`src/rtl/arb_pkg.sv`:
```
// arb_pkg: shared constants for the fair bus arbiter.
// Assumes: nothing; pure constant and helper definitions.
package arb_pkg;
    localparam int unsigned ARB_PORTS = 5;

    // Width of an index able to address n requesters (at least one bit).
    function automatic int unsigned idx_width(input int unsigned n);
        return (n > 1) ? $clog2(n) : 1;
    endfunction
endpackage

```
`src/rtl/arb_first_set.sv`:
```
// arb_first_set: finds the lowest set bit of a request vector.
// Assumes: vec is N bits wide; idx_o is only meaningful when vld_o is high.
module arb_first_set #(
    parameter int unsigned N  = 5,
    parameter int unsigned IW = 3
) (
    input  logic [N-1:0]  vec_i,
    output logic [IW-1:0] idx_o,
    output logic          vld_o
);
    // Scan from the highest bit down so that the lowest set bit is written last.
    always_comb begin
        idx_o = '0;
        vld_o = 1'b0;
        for (int k = N - 1; k >= 0; k--) begin
            if (vec_i[k]) begin
                idx_o = IW'(k);
                vld_o = 1'b1;
            end
        end
    end
endmodule

```
`src/rtl/arb_lru_order.sv`:
```
// arb_lru_order: keeps the recency list (position 0 = least recent) and picks
// the least recently granted candidate.
// Assumes: upd_idx_i < N whenever upd_i is high; the list is a permutation.
module arb_lru_order #(
    parameter int unsigned N  = 5,
    parameter int unsigned IW = 3
) (
    input  logic          clk,
    input  logic          rst_n,
    input  logic          upd_i,
    input  logic [IW-1:0] upd_idx_i,
    input  logic [N-1:0]  cand_i,
    output logic [IW-1:0] pick_idx_o,
    output logic          pick_vld_o
);
    logic [IW-1:0] order_q [N];
    logic [IW-1:0] order_d [N];

    // Choose the first candidate along the list, from least to most recent.
    always_comb begin
        pick_idx_o = '0;
        pick_vld_o = 1'b0;
        for (int p = 0; p < N; p++) begin
            if (!pick_vld_o && cand_i[order_q[p]]) begin
                pick_idx_o = order_q[p];
                pick_vld_o = 1'b1;
            end
        end
    end

    // Move the new winner to the most-recent end and close up the gap behind it.
    always_comb begin
        logic hit;
        hit = 1'b0;
        for (int p = 0; p < N; p++) order_d[p] = order_q[p];
        if (upd_i) begin
            for (int p = 0; p < N - 1; p++) begin
                if (order_q[p] == upd_idx_i) hit = 1'b1;
                if (hit) order_d[p] = order_q[p + 1];
            end
            order_d[N - 1] = upd_idx_i;
        end
    end

    // Store the list; reset gives ascending index order.
    always_ff @(posedge clk) begin
        for (int p = 0; p < N; p++) begin
            if (!rst_n) order_q[p] <= IW'(p);
            else        order_q[p] <= order_d[p];
        end
    end

    // Every requester must appear in the list exactly once.
    logic [N-1:0] seen;
    always_comb begin
        seen = '0;
        for (int p = 0; p < N; p++) seen[order_q[p]] = 1'b1;
    end
    a_r8_list_is_permutation: assert property (@(posedge clk) disable iff (!rst_n)
        seen == {N{1'b1}});
endmodule

```
`src/rtl/arb_tenure.sv`:
```
// arb_tenure: counts the cycles the current owner has held the bus and flags
// when the owner has reached its cap (cap = index + 1).
// Assumes: load_i and adv_i are never high together.
module arb_tenure #(
    parameter int unsigned N  = 5,
    parameter int unsigned IW = 3,
    parameter int unsigned CW = 3
) (
    input  logic          clk,
    input  logic          rst_n,
    input  logic          load_i,
    input  logic          adv_i,
    input  logic          owner_vld_i,
    input  logic [IW-1:0] owner_idx_i,
    output logic [CW-1:0] cnt_o,
    output logic          expire_o
);
    logic [CW-1:0] cnt_q;
    logic [CW-1:0] limit;

    // Cap of the present owner.
    assign limit    = CW'(owner_idx_i) + CW'(1);
    assign expire_o = owner_vld_i && (cnt_q == limit);
    assign cnt_o    = cnt_q;

    // Reload on a new grant, advance while the owner continues, clear when idle.
    always_ff @(posedge clk) begin
        if (!rst_n)      cnt_q <= '0;
        else if (load_i) cnt_q <= CW'(1);
        else if (adv_i)  cnt_q <= cnt_q + CW'(1);
        else             cnt_q <= '0;
    end

    a_r6_within_cap: assert property (@(posedge clk) disable iff (!rst_n)
        owner_vld_i |-> (cnt_q >= CW'(1) && cnt_q <= limit));
    a_r12_idle_count_zero: assert property (@(posedge clk) disable iff (!rst_n)
        !owner_vld_i |-> cnt_q == '0);
endmodule

```
`src/rtl/fair_bus_arbiter.sv`:
```
// fair_bus_arbiter: grants one shared bus to at most one of N_REQ requesters.
// The grant is registered and one-hot. Interrupts win first, lowest index.
// Otherwise the owner keeps the bus within its cap, and otherwise the least
// recently granted requester wins.
// Assumes: synchronous active-low reset; inputs are synchronous to clk.
module fair_bus_arbiter #(
    parameter int unsigned N_REQ = arb_pkg::ARB_PORTS
) (
    input  logic             clk,
    input  logic             rst_n,
    input  logic [N_REQ-1:0] req_i,
    input  logic [N_REQ-1:0] irq_i,
    output logic [N_REQ-1:0] grant_o
);
    localparam int unsigned IW = arb_pkg::idx_width(N_REQ);
    localparam int unsigned CW = $clog2(N_REQ + 1);

    logic [N_REQ-1:0] grant_q, grant_d;
    logic [IW-1:0]    owner_idx_q, nx_idx;
    logic             owner_vld_q, nx_vld;
    logic             expire, hold, new_grant, cont;
    logic [N_REQ-1:0] excl, elig_irq, elig_req;
    logic [IW-1:0]    irq_idx, lru_idx;
    logic             irq_vld, lru_vld;
    logic [CW-1:0]    ten_cnt;

    // Bar the owner that has reached its cap, and see whether it may continue.
    assign excl     = grant_q & {N_REQ{expire}};
    assign elig_irq = irq_i & ~excl;
    assign elig_req = req_i & ~excl;
    assign hold     = owner_vld_q && !expire && |(grant_q & (req_i | irq_i));

    arb_first_set #(.N(N_REQ), .IW(IW)) u_irq_pick (
        .vec_i (elig_irq),
        .idx_o (irq_idx),
        .vld_o (irq_vld)
    );

    arb_lru_order #(.N(N_REQ), .IW(IW)) u_lru (
        .clk        (clk),
        .rst_n      (rst_n),
        .upd_i      (new_grant),
        .upd_idx_i  (nx_idx),
        .cand_i     (elig_req),
        .pick_idx_o (lru_idx),
        .pick_vld_o (lru_vld)
    );

    arb_tenure #(.N(N_REQ), .IW(IW), .CW(CW)) u_tenure (
        .clk         (clk),
        .rst_n       (rst_n),
        .load_i      (new_grant),
        .adv_i       (cont),
        .owner_vld_i (owner_vld_q),
        .owner_idx_i (owner_idx_q),
        .cnt_o       (ten_cnt),
        .expire_o    (expire)
    );

    // Decide the owner after the next edge: interrupt, then continuation, then LRU.
    always_comb begin
        nx_vld    = 1'b0;
        nx_idx    = owner_idx_q;
        new_grant = 1'b0;
        cont      = 1'b0;
        if (irq_vld) begin
            nx_vld = 1'b1;
            nx_idx = irq_idx;
            if (hold && irq_idx == owner_idx_q) cont = 1'b1;
            else                                new_grant = 1'b1;
        end else if (hold) begin
            nx_vld = 1'b1;
            cont   = 1'b1;
        end else if (lru_vld) begin
            nx_vld    = 1'b1;
            nx_idx    = lru_idx;
            new_grant = 1'b1;
        end
        grant_d = '0;
        if (nx_vld) grant_d[nx_idx] = 1'b1;
    end

    // Register the grant and the owner index.
    always_ff @(posedge clk) begin
        if (!rst_n) begin
            grant_q     <= '0;
            owner_idx_q <= '0;
            owner_vld_q <= 1'b0;
        end else begin
            grant_q     <= grant_d;
            owner_idx_q <= nx_idx;
            owner_vld_q <= nx_vld;
        end
    end

    assign grant_o = grant_q;

    a_r1_reset_clears: assert property (@(posedge clk)
        !rst_n |=> grant_q == '0);
    a_r2_onehot: assert property (@(posedge clk) disable iff (!rst_n)
        $onehot0(grant_q) && (owner_vld_q == |grant_q));
    a_r12_idle: assert property (@(posedge clk) disable iff (!rst_n)
        (req_i == '0 && irq_i == '0) |=> grant_q == '0);
    a_r9_top_irq_wins: assert property (@(posedge clk) disable iff (!rst_n)
        (irq_i[0] && !grant_q[0]) |=> grant_q[0]);
    a_r11_preempt_reload: assert property (@(posedge clk) disable iff (!rst_n)
        (irq_i[0] && !grant_q[0]) |=> ten_cnt == CW'(1));

    for (genvar k = 0; k < N_REQ; k++) begin : g_owner_checks
        a_r5_keep: assert property (@(posedge clk) disable iff (!rst_n)
            (grant_q[k] && req_i[k] && irq_i == '0 && ten_cnt < CW'(k + 1)) |=> grant_q[k]);
        a_r7_release: assert property (@(posedge clk) disable iff (!rst_n)
            (grant_q[k] && !req_i[k] && !irq_i[k]) |=> !grant_q[k]);
    end
endmodule

```
`config.mk`:
```
export PLATFORM = sky130hd
export DESIGN_NAME = fair_bus_arbiter
export DESIGN_NICKNAME = d
export VERILOG_FILES = /design/src/rtl/arb_pkg.sv /design/src/rtl/arb_first_set.sv /design/src/rtl/arb_lru_order.sv /design/src/rtl/arb_tenure.sv /design/src/rtl/fair_bus_arbiter.sv
export SDC_FILE = /design/constraint.sdc
export NUM_CORES = 1
export LEC_CHECK = 0
export ABC_AREA = 1
export BUFFER_PORTS_ARGS = -buffer_cell sky130_fd_sc_hd__buf_2
export CAP_MARGIN = 20
export CORE_UTILIZATION = 45
export CTS_CLUSTER_DIAMETER = 150
export CTS_CLUSTER_SIZE = 20
export DETAILED_ROUTE_END_ITERATION = 8
export PLACE_DENSITY = 0.74
export SYNTH_ARGS = -nofsm -noshare
export SYNTH_HDL_FRONTEND = slang
export SYNTH_SLANG_ARGS = --single-unit
```
`constraint.sdc`:
```
create_clock -name clk -period 3.4 [get_ports clk]
set_input_delay 0.68 -clock clk [delete_from_list [all_inputs] [get_ports clk]]
set_output_delay 0.68 -clock clk [all_outputs]
set_load 0.05 [all_outputs]
```
# ---- After elaboration in Yosys (flattened, before gate mapping)
# Memory sizes are Yosys's and may differ from the RTL's.
# Cells that the tools add are included.
dict set report totals {
  register_bits 12
  ramBits 15
  in_bits 12
  out_inout_bits 5
  word_cells 117
  n_memories 1
}
# memory words width read_ports rd_clocked_by_memory_dff wr line
set mem_list {}
lappend mem_list {u_lru.order_q 5 3 5 0 5 arb_lru_order.sv:16} ;# logic [IW-1:0] order_q [N];
dict set report op_classes {
  n_addsub 2
  order_cmp 7
  eq_ne 6
  n_mux 66
  bitwise 13
  n_reduce_logical 17
}
# operator n
set op_table {}
lappend op_table {{3-bit 2-to-1 mux} 22}
lappend op_table {{1-bit 2-to-1 mux} 37}
lappend op_table {{3-bit by 4-bit < comparator with 1-bit output, second input constant} 6}
lappend op_table {{5-bit bitwise AND} 4}
lappend op_table {{3-bit == test} 6}
lappend op_table {{1-bit binary-select mux with 3-bit select} 5}
lappend op_table {{15-bit 2-to-1 mux} 1}
lappend op_table {{1-bit logical AND} 9}
lappend op_table {{3-bit by 1-bit adder with 3-bit output, second input constant} 2}
lappend op_table {{1-bit zero test} 5}
lappend op_table {{5-bit NOT} 1}
lappend op_table {{1-bit bitwise OR} 5}
lappend op_table {{5-bit bitwise OR} 1}
lappend op_table {{5-bit OR reduction} 1}
lappend op_table {{1-bit demux with 3-bit select} 1}
lappend op_table {{3-bit by 1-bit >= comparator with 1-bit output, second input constant} 1}
lappend op_table {{3-bit OR reduction} 1}
lappend op_table {{1-bit NOT} 2}
lappend op_table {{2-bit AND reduction} 1}

# ---- Longest topological paths before layout
# Gate-level depths: netlist (run 1).
dict set report depth {
  ltp_word 36
  depth_mapped 31
  depth_no_buf 31
}

# ---- By module
# A second synthesis (run 1) with hierarchy kept.
dict set report unflattened {
  cells_unflattened 309
  area_unflattened_um2 2026.9
}
# mod n_inst cells_per_inst area_per_inst_um2 seq_area_each_um2
set by_module_without_submodules {}
lappend by_module_without_submodules {arb_lru_order 1 182 1131.1 300.3}
lappend by_module_without_submodules {fair_bus_arbiter 1 84 636.9 180.2}
lappend by_module_without_submodules {arb_tenure 1 32 205.2 60.1}
lappend by_module_without_submodules {arb_first_set 1 11 53.8 0.0}

# ---- Least setup slack after synthesis (run 1)
# OpenSTA, ideal clock, no wires.
dict set report synth_path {
  path_kind {register to register}
  from {register owner_idx_q[0]}
  to {memory u_lru.order_q[3][1]}
  setup_time_ns 0.128
  t_arrival_ns 2.779
  required_ns 3.272
  slack_ns 0.493
  path_stages_with_launch 27
  n_path_buf 0
  period_less_slack_ns 2.907
  path_cell_list {dfxtp_1 > ha_1 > nand2_1 > nand2_2 > nor2_8 > nand4_4 > nand2_4 > nand2_2 > nand2_2 > nor2_2 > nand2_2 > nand2_4 > nor2_8 > nand4_2 > or2_1 > nand2_2 > nand2_4 > nand2_4 > nand2_2 > nand2_1 > inv_2 > nand3_4 > nand2_4 > nor2_4 > nand2_1 > nand2_1 > nand3_1}
}
# item line
set synth_rtl {}
lappend synth_rtl {{start: declaration} fair_bus_arbiter.sv:19} ;# logic [IW-1:0] owner_idx_q, nx_idx;
lappend synth_rtl {{start signal: assignment} fair_bus_arbiter.sv:91} ;# owner_idx_q <= nx_idx;
lappend synth_rtl {{end: declaration} arb_lru_order.sv:16}

==> results.cfg, run 1 <==
[finish]
syn2layout_area_growth_pct = 20.2
nets = 398
final_core_util_pct = 56.9
drive_gt1_share_pct = 29.8
antennaDiodeCount = 0
fill_cells = 464

[sta]
max-slew-margin-rel_pct = 70.9
hold_viol_final = 0
rsz0062_at_grt = yes
fmax_mhz = 313
timing.final.crit_period_ns = 3.20
setup_viol = 0
final.period_utilization_pct = 94.0
fin_skew_ns = 0.00333
worst_pin_slew_ns = 0.432
whs_ns = 0.517
report.final.slew_viol_count = 0

[setup_path]
startpoint = owner_idx_q[0]
required_ns = 3.56
worst-path-max-fanout = 6
crit_type = reg -> reg
end_kind = register
worstRegToRegCells = 26
rr_startpoint = owner_idx_q[0]
startpoint_type = register
crit_arrival_ns = 3.35

[floorplanning]
core-area_um2 = 4790
die_w_um = 73.0
initial_utilization_pct = 47.3
fp.dieH_um = 73.0
die_area_um2 = 5320
ios = 17
num_rows = 25

[power_and_ir_drop]
intPower_uw = 952
leakagePower_uw = 0.00134
p_sw_uw = 1060
p_clk_share_pct = 9.0
vdd_drop_max_v = 0.000315
comb_power_share_pct = 65.6
p_sw_share_pct = 52.6
p_per_area_nw_per_um2 = 738
seqPwrFrac_pct = 25.4

[detailed_routing]
via_per_inst = 5.43
wl_per_cell_um = 14.4
dr_total_vias = 2442
routed_wl_um = 6480
drcViolationCount = 0
drtIter0Drc = 160
ant_nets = 0
dr.pass1.iters = 5

[status]
status = complete, no violations

[global_routing]
antenna_found_initial = 0
grt_pass1_vias = 2257
grt.overflow.total = 0
grt_usage_pct = 24.6
grt_max_degree = 16
grt_first_pass_wirelength_um = 10200

[synthesis]
yosysWarnings = 0
synth-seq-area-share_pct = 23.9
ys_seq_elements = 27
avgSynthCellArea_um2 = 6.47
synth-main-ff-cell = dfxtp_1
synth_nets = 364
synth_cells = 350
synthArstFlopShare_pct = 0
synth_area_um2 = 2270
ys_types = 32
synth_edf_count = 0

[clock_network]
cts_hold_repair.buffers = 0
cts_buffers = 3
cts_root_buf = clkbuf_8
clock_tree.buffer_depth = 2
cts.sinks = 27
cts_tree = built
clkTransAtPathRegs_ns = 0.09
clk_latency_ns = 0.27
cts_htree_levels = 1

[place]
gp_congestion = 0.993
port_buffers = 16
dp_hpwl_um = 4940

[run]
max_cap_viol_count = 0

[worst_hold_path]
min_from = u_lru.order_q[3][2]
worstHoldPathCells = 2
hold_class = reg -> reg
## cell usage after synthesis (3+ instances only)
cell      n  area [um2]
inv_2     7        26.3
inv_1    41         154
dfxtp_1  27         541
xor2_1    4        35.0
nor2_2    4        25.0
nand3_2   4        40.0
o21ai_1   6        30.0
nor3_1    3        15.0
nand3_1  50         250
nand2_2  12        75.1
nand4_1   3        18.8
nand4_4   4        85.1
nor2_4    5        56.3
a21oi_1  17        85.1
nand2_4   8        90.1
nand2_1  97         364
nor2_1   27         101
o21ai_0  13        65.1
## power groups by stage
stage               combinational (uW)  clock (uW)  sequential (uW)
global route                      1450         196              518
finish                            1320         181              511
floorplan                          919           0              478
CTS                               1120         182              501
global placement                  1100           0              506
detailed placement                1110           0              508
## area by class of cell
class                      count  area [um2]  share of cell area, %
inverter                      49         184                   6.75
multi-input combinational    273        1680                   61.6
clock inverter                 1        5.00                  0.184
sequential                    27         548                   20.1
tap                           67        83.8                   3.08
timing repair buffer          30         185                   6.80
clock buffer                   3        41.3                   1.52
## registers in the layout, indices dropped and copies added (netlist names)
register,flops
owner_idx_q,3
owner_vld_q,1
grant_o,5
u_tenure.cnt_o,3
u_lru.order_q,15
## cells in the final DEF (no fill, tap or decap), types with 2 or more instances in the layout
cell type   n
clkbuf_8    3
inv_2      10
nand4_4     4
nand2_2    19
nor2_1     24
inv_1      38
xor2_1      4
nand4_2     2
buf_4      14
a21oi_2     2
dfxtp_1    25
nor2_8      2
nor3_1      3
nand4_1     3
o21ai_0    13
a21oi_1    16
nand3_4     4
nor2_2      4
nand3_1    45
nand2_1    86
nand2_4    11
nor2_4      8
dfxtp_4     2
o21ai_1     5
nand3_2     7
buf_2      16
## stage by stage
stage	setup TNS, ns	setup slack (ns)	power (uW)	area [um2]	cells
2_1_floorplan	0	0.493	1400	2270	350
3_3_place_gp	0	0.188	1600	2430	433
3_5_place_dp	0	0.123	1620	2430	433
4_1_cts	0	0.110	1800	2480	437
5_1_grt	-0.188	-0.0743	2170	2720	450
6_report	0	0.204	2010	2720	450
## logic make-up (layout without fill, tap and decap cells)
family / count (synthesis) / after routing / synth area share, %
compound gates: 41 / 41 / 10.3
xor+xnor: 5 / 5 / 1.93
fa+ha+maj: 2 / 2 / 1.10
buf+inv: 50 / 83 / 8.28
flops: 27 / 27 / 23.9
simple gates: 225 / 225 / 54.5
## repair_timing
action / CTS / global route
endpoints found under the hold margin: 0 / 0
setup endpoints to repair: 0 / 12
gates resized for setup: 0 / 39
buffers inserted: 0 / 13
## worst max-delay path, stage by stage (launching register included)
cell and delay (ns):
dfxtp_4 0.38, ha_4 0.27, inv_2 0.03, nand2_2 0.06, nand2_4 0.07, nor2_8 0.17
nand4_4 0.17, nand3_2 0.14, nand2_2 0.08, nor2_4 0.14, nor2_4 0.06, nor2_4 0.13
nand2_2 0.08, nor2_4 0.15, nand3_1 0.13, nand3_2 0.11, nand2_2 0.07, nand2_4 0.10
nand3_1 0.08, nand2_1 0.08, nor2_1 0.08, nand3_4 0.12, nand2_4 0.08, nor2_4 0.14
nand2_2 0.07, nand2_1 0.06, nand3_1 0.07
## final timing paths
kind              slack (ns)             endpoint
setup / recovery        0.20  u_lru.order_q[3][1]
hold / removal          0.52  u_lru.order_q[2][2]
setup reg to reg        0.20  u_lru.order_q[3][1]
hold reg to reg         0.52  u_lru.order_q[2][2]
## metal layers
metal / GRT usage (%) / up-vias / part of all wire (%)
met4: 8.50 / 0 / 3.1
met5: 0 / - / 0
met2: 43.9 / 90 / 49
met3: 4.28 / 22 / 4.9
met1: 29.7 / 1128 / 43
li1: - / 1202 / -
(Power assumes the default switching activity.)
==> run 2, diff against run 1 <==
--- a/config.mk
+++ b/config.mk
@@ -5,14 +5,13 @@
 export SDC_FILE = /design/constraint.sdc
 export NUM_CORES = 1
 export LEC_CHECK = 0
-export ABC_AREA = 1
 export BUFFER_PORTS_ARGS = -buffer_cell sky130_fd_sc_hd__buf_2
 export CAP_MARGIN = 20
 export CORE_UTILIZATION = 45
 export CTS_CLUSTER_DIAMETER = 150
 export CTS_CLUSTER_SIZE = 20
 export DETAILED_ROUTE_END_ITERATION = 8
-export PLACE_DENSITY = 0.74
+export PLACE_DENSITY = 0.73
 export SYNTH_ARGS = -nofsm -noshare
 export SYNTH_HDL_FRONTEND = slang
 export SYNTH_SLANG_ARGS = --single-unit
==> constraint.sdc (replaced) <==
create_clock -name clk -period 3.9 [get_ports clk]
set_input_delay 0.78 -clock clk [delete_from_list [all_inputs] [get_ports clk]]
set_output_delay 0.78 -clock clk [all_outputs]
set_load 0.05 [all_outputs]
==> run 2 against run 1 <==
The run now ends with negative setup slack left. Critical path depth shrank 15. Critical endpoint is now u_lru.order_q[3][0]. Combinational power is 7% lower. Area after synthesis grew 9.9%. Critical path type unchanged. Non-clock buffer count grew 56. Fmax decreased by 21%. Hold slack improved by 0.018 ns. Die area rose by 9.7%. Clock skew grew 0.0023 ns. Clock-buffer cell count rose by 1.
==> results.cfg, run 2 <==
[status]
status = finished with violations
violations = negative setup slack

[sta]
report.final.slew_viol_count = 0
rsz0062_at_grt = yes
timing.final.crit_period_ns = 4.02
fmax_mhz = 249
max-slew-margin-rel_pct = 69.7
final.period_utilization_pct = 103
setup_ws_ns = -0.122
tns_ns = -0.393
worst_pin_slew_ns = 0.450
setup_viol = 6
fin_skew_ns = 0.00567
hold_viol_final = 0

[setup_path]
critPathTopFamily = simple AND/OR/NAND/NOR gates
crit_type = reg -> reg
worst-path-max-fanout = 6
slowest_stage = xor3_2
crit_buf_inv = 0
critical_path.max_stage_delay_ns = 0.51
required_ns = 4.08
path_cells = xor3_2, o41a_1, and3_4, or4_4, or3_4, o32ai_4, a21oi_2, xnor2_1, or4b_4, and4_1, a211o_1
startpoint_type = register
end_kind = register
crit_arrival_ns = 4.20

[synthesis]
synthArstFlopShare_pct = 0
synth_edf_count = 0
ys_seq_elements = 27
synth_area_um2 = 2490
synth_nets = 333
yosysTopAreaCellShare_pct = 21.7
synth-main-ff-cell = dfxtp_1
yosysWarnings = 0
ys_types = 73
synth-seq-area-share_pct = 21.7
avgSynthCellArea_um2 = 7.81
yosys.area.top_type = dfxtp_1
synth_cells = 319
ys_top_cells_by_count = 34 x nor2_1, 32 x nand2_1, 27 x dfxtp_1, 16 x a21oi_1, 14 x clkbuf_1
yosysMostFrequentCell = nor2_1
synth.area.top_cells = dfxtp_1 22%, mux2i_1 5.2%, nor2_1 5.1%

[finish]
drive_gt1_share_pct = 36.5
fin_area_um2 = 3400
final_cells = 459
top_register = u_lru.order_q
antennaDiodeCount = 0
largest_register_ffs = 15
nets = 404
syn2layout_area_growth_pct = 36.5
final_cell_mix = 66 x buf_4, 34 x nor2_1, 32 x nand2_1
final_common_cell = buf_4

[detailed_routing]
via_per_inst = 6.30
dr_total_vias = 2891
drcViolationCount = 0
wl_per_cell_um = 19.4
dr.pass1.iters = 4
ant_nets = 0
drtIter0Drc = 182
routed_wl_um = 8900

[clock_network]
cts.sinks = 27
clk_latency_ns = 0.28
cts_root_buf = clkbuf_8
clock_tree.buffer_depth = 2
cts_htree_levels = 1
cts_hold_repair.buffers = 0
cts_tree = built
clkTransAtPathRegs_ns = 0.10
cts_buffers = 3

[global_routing]
antenna_found_initial = 0
grt_max_degree = 15
grt_pass1_vias = 2832
grt_first_pass_wirelength_um = 14500
grt.overflow.total = 0
grt_usage_pct = 31.2

[place]
port_buffers = 16
gp_congestion = 1.01
dp_hpwl_um = 6830
placedCellCount = 449
dpl-instance-area_um2 = 3110

[floorplanning]
fp.dieH_um = 76.4
die_area_um2 = 5840
core-area_um2 = 5200
initial_utilization_pct = 47.9
ios = 17
die_w_um = 76.4
num_rows = 26

[run]
max_cap_viol_count = 0

[power_and_ir_drop]
vdd_drop_max_v = 0.000458
p_per_area_nw_per_um2 = 537
leakagePower_uw = 0.00141

[worst_hold_path]
hold_class = reg -> reg
run 2: kinds of logic (layout without fill, tap and decap cells):
kind of cell	after synthesis	in the layout	synth area share [%]
multiplexers	18	18	7.48
buffers and inverters	30	100	4.87
AND/OR/NAND/NOR	136	136	28.9
XOR/XNOR	7	7	3.11
AO/OA/AOI/OAI	99	99	32.9
flip-flops	27	27	21.7
adder cells (fa/ha/maj)	2	2	1.00
run 2: layout make-up:
class                      count  area [um2]
multi-input combinational    262        2060
clock buffer                   4        45.0
fill                         444        1810
timing repair buffer          86         621
sequential                    27         552
tap                           70        87.6
inverter                      10        37.5
run 2: path summary, 6_finish.rpt:
kind	startpoint	endpoint	slack [ns]	cells past startpoint
setup / recovery	u_tenure.cnt_o[2]	u_lru.order_q[3][0]	-0.12	11
hold / removal	u_lru.order_q[4][2]	u_lru.order_q[3][2]	0.54	2
setup reg to reg	u_tenure.cnt_o[2]	u_lru.order_q[3][0]	-0.12	11
hold reg to reg	u_lru.order_q[4][2]	u_lru.order_q[3][2]	0.54	2
run 2: what timing repair did:
item	in CTS	in global routing
gates resized for setup	23	13
pin swaps	11	10
setup endpoints to repair	12	12
buffers inserted	8	1
run 2: per-layer routing:
| metal | vias up | GRT usage (%) | routed length, um |
|---|---|---|---|
| li1 | 1365 | - | - |
| met1 | 1370 | 39.6 | 3860 |
| met2 | 124 | 51.2 | 4070 |
| met3 | 32 | 5.27 | 649 |
| met4 | 0 | 14.4 | 327 |
| met5 | - | 0 | 0 |
run 2: worst min-delay path, stage by stage (launching register included):
cell and delay, ns:
dfxtp_1 0.36, nand2_1 0.08, mux2i_1 0.06
run 2: power by group:
group	internal, uW	switching (uW)
sequential	330	104
clock	73.5	94.4
combinational	612	613
run 2: per-stage QoR:
step / hold slack, ns / util, % / setup slack, ns / power [uW]
floorplan: 0.482 / - / -0.119 / 1130
global placement: 0.528 / 59.8 / -0.160 / 1510
detailed placement: 0.523 / 59.8 / -0.358 / 1520
CTS: 0.537 / 64.1 / -0.176 / 1790
global route: 0.571 / 65.3 / -0.187 / 1930
finish: 0.535 / 65.3 / -0.122 / 1830
